File: config.mk
export PLATFORM = sky130hd
export DESIGN_NAME = cascade_irq_ctrl
export DESIGN_NICKNAME = d
export VERILOG_FILES = /design/src/rtl/cascade_irq_ctrl.sv
export SDC_FILE = /design/constraint.sdc
export NUM_CORES = 1
export LEC_CHECK = 0
export BUFFER_PORTS_ARGS = -buffer_cell sky130_fd_sc_hd__buf_2
export CAP_MARGIN = 20
export CORE_UTILIZATION = 45
export CTS_CLUSTER_DIAMETER = 120
export DETAILED_ROUTE_END_ITERATION = 7
export GPL_TIMING_DRIVEN = 0
export PLACE_DENSITY = 0.64
export SYNTH_ARGS = -nofsm -noshare
export SYNTH_HDL_FRONTEND = slang
export SYNTH_SLANG_ARGS = --single-unit
export TNS_END_PERCENT = 1
File: constraint.sdc
create_clock -name clk -period 4.2 [get_ports clk]
set_clock_uncertainty 0.1 [all_clocks]
set_input_delay 0.42 -clock clk [delete_from_list [all_inputs] [get_ports clk]]
set_output_delay 0.42 -clock clk [all_outputs]
set_load 0.005 [all_outputs]
File: src/rtl/cascade_irq_ctrl.sv
module cascade_irq_ctrl #(
  parameter int N_PERIPH  = 26,
  parameter int N_GPIO    = 32,
  parameter int GPIO_LINE = 9,
  parameter int AW        = 9
) (
  input  logic                clk,
  input  logic                rst_n,
  input  logic [N_PERIPH-1:0] periph_irq,
  input  logic [N_GPIO-1:0]   gpio_irq,
  input  logic                wr_en,
  input  logic [AW-1:0]       addr,
  input  logic [15:0]         wr_data,
  output logic [15:0]         rd_data,
  output logic                cpu_irq
);
  localparam logic [AW-1:0] A_STAT_LO  = AW'('h080);
  localparam logic [AW-1:0] A_PIN_LO   = AW'('h088);
  localparam logic [AW-1:0] A_PIN_HI   = AW'('h08A);
  localparam logic [AW-1:0] A_MASK_LO  = AW'('h08C);
  localparam logic [AW-1:0] A_PMSK_LO  = AW'('h094);
  localparam logic [AW-1:0] A_PMSK_HI  = AW'('h096);
  localparam logic [AW-1:0] A_STAT_HI  = AW'('h0A0);
  localparam logic [AW-1:0] A_MASK_HI  = AW'('h0A6);
  localparam logic [AW-1:0] A_PIN_LO2  = AW'('h108);
  localparam logic [AW-1:0] A_PIN_HI2  = AW'('h10A);

  logic [15:0] stat_lo_q, stat_hi_q, mask_lo_q, mask_hi_q;
  logic [31:0] pin_stat_q, pin_mask_q;
  logic [15:0] src_lo, src_hi;
  logic [31:0] pin_src;
  logic        cascade_req;

  logic hit_stat_lo, hit_stat_hi, hit_mask_lo, hit_mask_hi;
  logic hit_pin_lo, hit_pin_hi, hit_pmsk_lo, hit_pmsk_hi;

  assign hit_stat_lo = wr_en && addr == A_STAT_LO;
  assign hit_stat_hi = wr_en && addr == A_STAT_HI;
  assign hit_mask_lo = wr_en && addr == A_MASK_LO;
  assign hit_mask_hi = wr_en && addr == A_MASK_HI;
  assign hit_pin_lo  = wr_en && (addr == A_PIN_LO || addr == A_PIN_LO2);
  assign hit_pin_hi  = wr_en && (addr == A_PIN_HI || addr == A_PIN_HI2);
  assign hit_pmsk_lo = wr_en && addr == A_PMSK_LO;
  assign hit_pmsk_hi = wr_en && addr == A_PMSK_HI;

  assign pin_src     = 32'(gpio_irq);
  assign cascade_req = |(pin_stat_q & pin_mask_q);
  assign src_hi      = 16'(periph_irq[N_PERIPH-1:16]);

  always_comb begin
    src_lo = periph_irq[15:0];
    src_lo[GPIO_LINE] = cascade_req;
  end

  always_ff @(posedge clk or negedge rst_n) begin
    if (!rst_n) begin
      stat_lo_q  <= '0;
      stat_hi_q  <= '0;
      mask_lo_q  <= '0;
      mask_hi_q  <= '0;
      pin_stat_q <= '0;
      pin_mask_q <= '0;
    end else begin
      stat_lo_q  <= src_lo & ~(hit_stat_lo ? wr_data : 16'h0);
      stat_hi_q  <= src_hi & ~(hit_stat_hi ? wr_data : 16'h0);
      pin_stat_q <= pin_src & ~{hit_pin_hi ? wr_data : 16'h0,
                                hit_pin_lo ? wr_data : 16'h0};
      if (hit_mask_lo) mask_lo_q <= wr_data;
      if (hit_mask_hi) mask_hi_q <= wr_data;
      if (hit_pmsk_lo) pin_mask_q[15:0]  <= wr_data;
      if (hit_pmsk_hi) pin_mask_q[31:16] <= wr_data;
    end
  end

  assign cpu_irq = |(stat_lo_q & mask_lo_q) | |(stat_hi_q & mask_hi_q);

  always_comb begin
    unique case (addr)
      A_STAT_LO:           rd_data = stat_lo_q;
      A_STAT_HI:           rd_data = stat_hi_q;
      A_MASK_LO:           rd_data = mask_lo_q;
      A_MASK_HI:           rd_data = mask_hi_q;
      A_PIN_LO, A_PIN_LO2: rd_data = pin_stat_q[15:0];
      A_PIN_HI, A_PIN_HI2: rd_data = pin_stat_q[31:16];
      A_PMSK_LO:           rd_data = pin_mask_q[15:0];
      A_PMSK_HI:           rd_data = pin_mask_q[31:16];
      default:             rd_data = 16'h0;
    endcase
  end
endmodule

==> flow_metrics.tcl, run 1 <==
set metrics [dict create \
    start_util 0.470 \
    avgSynthCellArea_sq_um 12.7 \
    drive_above_1_share 0.368 \
    p_comb_frac 0.073 \
    grt_pass1_wl_um 27300 \
    power_leakage_uw 0.00339 \
    holdCritPathClass "in -> reg" \
    crit_type "in -> out" \
    cts-buffers-inserted 17 \
    layout_commonest_cell "dfrtp_1" \
    clock_path_buffers 2 \
    fin_util 0.582 \
    path_buf_inv 4 \
    yosys_warnings 0 \
    synth_seq_cells 122 \
    clock-sinks 122 \
    grt_pass1_vias 4564 \
    cap_viol_max_count 0 \
    drtIter0Drc 367 \
    required_ns 3.68 \
    timing.final.max_slew_violations 0 \
    start_kind "input port" \
    synth_top_flop_cell "dfrtp_1" \
    detailed_place_hpwl_um 13300 \
    crit_family "buffers and inverters" \
    synth_edf_count 0 \
    peakVddDrop_v 0.000264 \
    grt_start_max_net_pins 81 \
    drc_errors 0 \
    setup_violations 0 \
    std_cell_rows 40 \
    portBuffers 98 \
    clock.fmax_ghz 0.314 \
    period_minus_slack_ns 3.19 \
    final_nets 656 \
    netlist_instances 451 \
    vias 4506 \
    wl_per_cell_um 24.4 \
    stdcell_area_sq_um 7100 \
    die_area_sq_um 13200 \
    grt_antenna_before_repair 0 \
    n_antenna_cell 0 \
    worstMarginPinSlew_ns 0.977 \
    sw_frac_of_total 0.224 \
    timing.final.crit_share 0.758 \
    seq_power_share 0.423 \
    power_density_nw_per_um2 421 \
    fp.dieW_um 115 \
    vias_per_cell 6.01 \
    synth_fp_nets 537 \
    n_fill_cell 1070 \
    postRouteAntennaNets 0 \
    cp_cell_sequence "buf_2 -> clkbuf_1 -> clkbuf_1 -> nor4_1 -> a222oi_1 -> o211ai_1 -> buf_2" \
    setup_tns_ns 0 \
    arrival_ns 2.67 \
    slowest_stage "nor4_1" \
    die_y_um 115 \
    clock_tree.root_cell "clkbuf_16" \
    htreeDepth 4 \
    layout_common_cells "dfrtp_1 (122), buf_2 (104), mux2_2 (70)" \
    wirelength_um 18300 \
    crit_fanout 10 \
    relSlewSlack 0.344 \
    crit_path_max_incr_delay_ns 0.85 \
    grt_usage 0.295 \
    syn_to_final_growth_pct 23.7 \
    drtPass1Iterations 5 \
    outcome "finished clean" \
    critPathCaptureType "primary output" \
    core_area_sq_um 12200 \
    p_int_uw 2320 \
    clk_latency_ns 0.42 \
    async_flop_share 1.00 \
    p_clk_frac 0.505 \
    rsz0062_at_grt "no" \
    ioPinCount 103 \
    netSwitchingPower_uw 669 \
    ys_seq_area_frac 0.531 \
    place_area_sq_um 6480 \
    overflow 0 \
    gp_congestion 0.930 \
    worst_hold_slack_ns 0.136 \
    netlist_area_sq_um 5740 \
    hold_violations 0 \
    cts_tree "built" \
    synthDistinctLibCells 50 \
    cts.reportedPaths.clkPinSlew_ns 0.05 \
]
[area by class of cell]
| type | count | area (sq um) | area share |
|---|---|---|---|
| sequential | 122 | 3050 | 0.430 |
| multi-input combinational | 303 | 2570 | 0.362 |
| timing repair buffer | 100 | 534 | 0.0752 |
| clock buffer | 24 | 502 | 0.0706 |
| tap | 168 | 210 | 0.0296 |
| buffer | 26 | 118 | 0.0166 |
| clock inverter | 7 | 113 | 0.0159 |
[power groups by stage]
stage          logic (uW)  registers [uW]  clock network [uW]
6_report              218            1270                1510
5_1_grt               240            1270                1580
4_1_cts               218            1260                1530
3_5_place_dp          216            1280                   0
3_3_place_gp          209            1280                   0
2_1_floorplan        99.9            1270                   0
[timing repair]
action,4_1_cts,5_1_grt
resized for setup,0,0
buffers inserted,0,0
hold endpoints to repair,42,0
hold buffers,1,0
setup endpoints to repair,0,0
[state kept, by name (all words and copies together) (netlist names)]
signal / flops
mask_lo_q: 16
mask_hi_q: 16
pin_stat_q: 32
stat_lo_q: 16
pin_mask_q: 32
stat_hi_q: 10
[final timing paths]
kind,from,end,slack [ns],cells after the start
setup / recovery,addr[1],rd_data[5],1.01,7
hold / removal,gpio_irq[13],pin_stat_q[13],0.14,2
setup reg to reg,pin_mask_q[4],stat_lo_q[9],2.64,4
hold reg to reg,mask_hi_q[11],mask_hi_q[11],0.41,1
max in group asynchronous,rst_n,pin_stat_q[28],2.88,3
min in group asynchronous,rst_n,stat_lo_q[15],0.39,2
[cell families (layout without fill, tap and decap cells)]
| group | after synthesis | after routing | share of synthesized area |
|---|---|---|---|
| AOI/OAI and AO/OA | 144 | 144 | 0.193 |
| xor gates and xnor gates | 1 | 1 | 0.00153 |
| buffers and inverters | 26 | 157 | 0.0205 |
| DFF | 122 | 122 | 0.531 |
| muxes | 95 | 95 | 0.181 |
| and+or+nand+nor | 63 | 63 | 0.0732 |
[stage by stage]
stage | worst slack, ns | total power, uW | cells
after floorplan | 1.66 | 1370 | 451
after global placement | 1.08 | 1490 | 717
after detailed placement | 1.05 | 1500 | 718
after CTS | 1.04 | 3010 | 750
after global routing | 0.952 | 3090 | 750
final | 1.01 | 2990 | 750
[synth_stat cells (all sizes together), types with 2 or more instances]
cell / number / share of area
mux2i: 25 / 0.044
o2bb2ai: 2 / 0.0031
buf: 11 / 0.011
a221o: 6 / 0.010
nor4: 4 / 0.0081
a32o: 2 / 0.0035
dfrtp: 122 / 0.53
a22oi: 39 / 0.051
a21boi: 57 / 0.074
a221oi: 3 / 0.0046
and2: 3 / 0.0033
a211o: 8 / 0.012
and3: 6 / 0.0065
o22ai: 12 / 0.013
mux2: 70 / 0.14
nand2: 5 / 0.0033
nand4: 8 / 0.0098
o32ai: 2 / 0.0031
a22o: 6 / 0.0091
clkbuf: 15 / 0.0098
nor3: 6 / 0.0052
nor2: 9 / 0.0059
o21ai: 3 / 0.0026
nor2b: 3 / 0.0033
nand3: 8 / 0.0078
[routing by layer]
| metal | global-route usage | vias to the layer above | part of all wire |
|---|---|---|---|
| met5 | 0 | - | 0 |
| met4 | 0.132 | 0 | 0.029 |
| met3 | 0.0575 | 35 | 0.070 |
| met2 | 0.475 | 194 | 0.47 |
| met1 | 0.390 | 2278 | 0.43 |
| li1 | - | 1999 | - |
Power figures use the tool's default switching activity.
==> inputs of run 2 (changes only) <==
==> constraint.sdc (replaced) <==
create_clock -name clk -period 3 [get_ports clk]
set_clock_uncertainty 0.1 [all_clocks]
set_input_delay 0.3 -clock clk [delete_from_list [all_inputs] [get_ports clk]]
set_output_delay 0.3 -clock clk [all_outputs]
set_load 0.005 [all_outputs]
==> run 2 against run 1 <==
- global-route usage is the same
- critical path depth stayed put
- largest cell class unchanged
- highest routed layer unchanged
- cell count stayed put
- count of clock-buffer cells in the layout unchanged
- register-to-register slack got worse by 1.2 ns
- cell area barely moved
- power up 40%
- hold slack got worse by 0.12 ns
==> flow_metrics.tcl, run 2 (synthesized netlist as in run 1, its figures left out) <==
set metrics [dict create \
    vias 4527 \
    worstMarginPinSlew_ns 0.986 \
    grt_pass1_vias 4564 \
    worst_hold_slack_ns 0.0174 \
    detailed_place_hpwl_um 13300 \
    relSlewSlack 0.337 \
    crit_type "in -> out" \
    grt_antenna_before_repair 0 \
    required_ns 2.60 \
    die_area_sq_um 13200 \
    drc_errors 0 \
    timing.final.crit_share 0.984 \
    setup_tns_ns 0 \
    power_density_nw_per_um2 590 \
    drtPass1Iterations 5 \
    clk_latency_ns 0.42 \
    grt_usage 0.295 \
    post_cts_buffers 0 \
    wl_per_cell_um 24.4 \
    vias_per_cell 6.04 \
    cap_viol_max_count 0 \
    wl_met2_um 8510 \
    critPathCaptureType "primary output" \
    power_leakage_uw 0.00340 \
    holdCritPathClass "in -> reg" \
    min_delay_path_depth 2 \
    grt_pass1_wl_um 27300 \
    clock_tree.root_cell "clkbuf_16" \
    cts.reportedPaths.clkPinSlew_ns 0.05 \
    hold_violations 0 \
    htreeDepth 4 \
    clock-sinks 122 \
    crit_fanout 10 \
    clock.fmax_ghz 0.339 \
    r2r_cells 4 \
    timing.final.max_slew_violations 0 \
    core_area_sq_um 12200 \
    dr_wl_met3_um 1260 \
    start_util 0.470 \
    layout_common_cells "dfrtp_1 (122), buf_2 (104), mux2_2 (70)" \
    portBuffers 98 \
    ioPinCount 103 \
    drtIter0Drc 397 \
    rsz0062_at_grt "no" \
    start_kind "input port" \
    n_antenna_cell 0 \
    setup_violations 0 \
    cts_tree "built" \
    met1_length_um 7970 \
    fp.dieW_um 115 \
    wirelength_um 18300 \
    gp_congestion 0.930 \
    drive_above_1_share 0.369 \
    largestRegisters "pin_mask_q: 32 flops, pin_stat_q: 32 flops" \
    die_y_um 115 \
    outcome "finished clean" \
    top_layer_used "met4" \
    peakVddDrop_v 0.000370 \
    clock_path_buffers 2 \
    grt_start_max_net_pins 81 \
    syn_to_final_growth_pct 23.7 \
    period_minus_slack_ns 2.95 \
    cts-buffers-inserted 17 \
    arrival_ns 2.55 \
    postRouteAntennaNets 0 \
    layout_commonest_cell "dfrtp_1" \
    overflow 0 \
    std_cell_rows 40 \
    final_nets 656 \
]
-- run 2: final cells by class --
cell class / count / area (sq um)
well taps: 168 / 210
plain buffers: 26 / 119
flip-flops and latches: 122 / 3050
clock buffers: 24 / 502
repair buffers: 100 / 534
fillers: 1071 / 5110
multi-input cells: 303 / 2570
clock inverters: 7 / 113
-- run 2: final timing paths --
path,startpoint,endpoint,slack (ns)
worst max-delay path,addr[1],rd_data[4],0.05
worst min-delay path,gpio_irq[13],pin_stat_q[13],0.02
worst max register to register,pin_mask_q[4],stat_lo_q[9],1.43
worst min register to register,mask_hi_q[11],mask_hi_q[11],0.41
max in group asynchronous,rst_n,pin_stat_q[28],1.80
min in group asynchronous,rst_n,stat_lo_q[15],0.27
-- run 2: per-stage QoR --
step,total power (uW),util,instance area (sq um),worst slack [ns],instances
2_1_floorplan,1910,-,5740,0.697,451
3_3_place_gp,2090,0.528,6440,0.0197,717
3_5_place_dp,2100,0.531,6480,0.0851,718
4_1_cts,4210,0.582,7100,0.0775,750
5_1_grt,4320,0.582,7100,0.00850,750
6_report,4190,0.582,7100,0.0466,750
-- run 2: power by group --
part	leakage [uW]	switching, uW	internal, uW
sequential	0.00157	56.4	1720
combinational	0.00153	173	133
clock	0.000302	706	1410
-- run 2: repair_timing --
| action | CTS | global route |
|---|---|---|
| gates resized for setup | 0 | 2 |
| hold endpoints to repair | 42 | 0 |
| setup endpoints to repair | 0 | 2 |
| hold buffers | 1 | 0 |
-- run 2: metal layers --
layer  global-route usage  up-vias
li1                     -     1999
met1                0.390     2286
met2                0.475      205
met3               0.0575       37
met4                0.132        0
met5                    0        -
-- run 2: critical path: stages --
cell and delay (ns):
buf_2 0.11, clkbuf_1 0.53, clkbuf_1 0.68, nand3_1 0.38, o22ai_1 0.29, a221o_1 0.14, buf_2 0.11
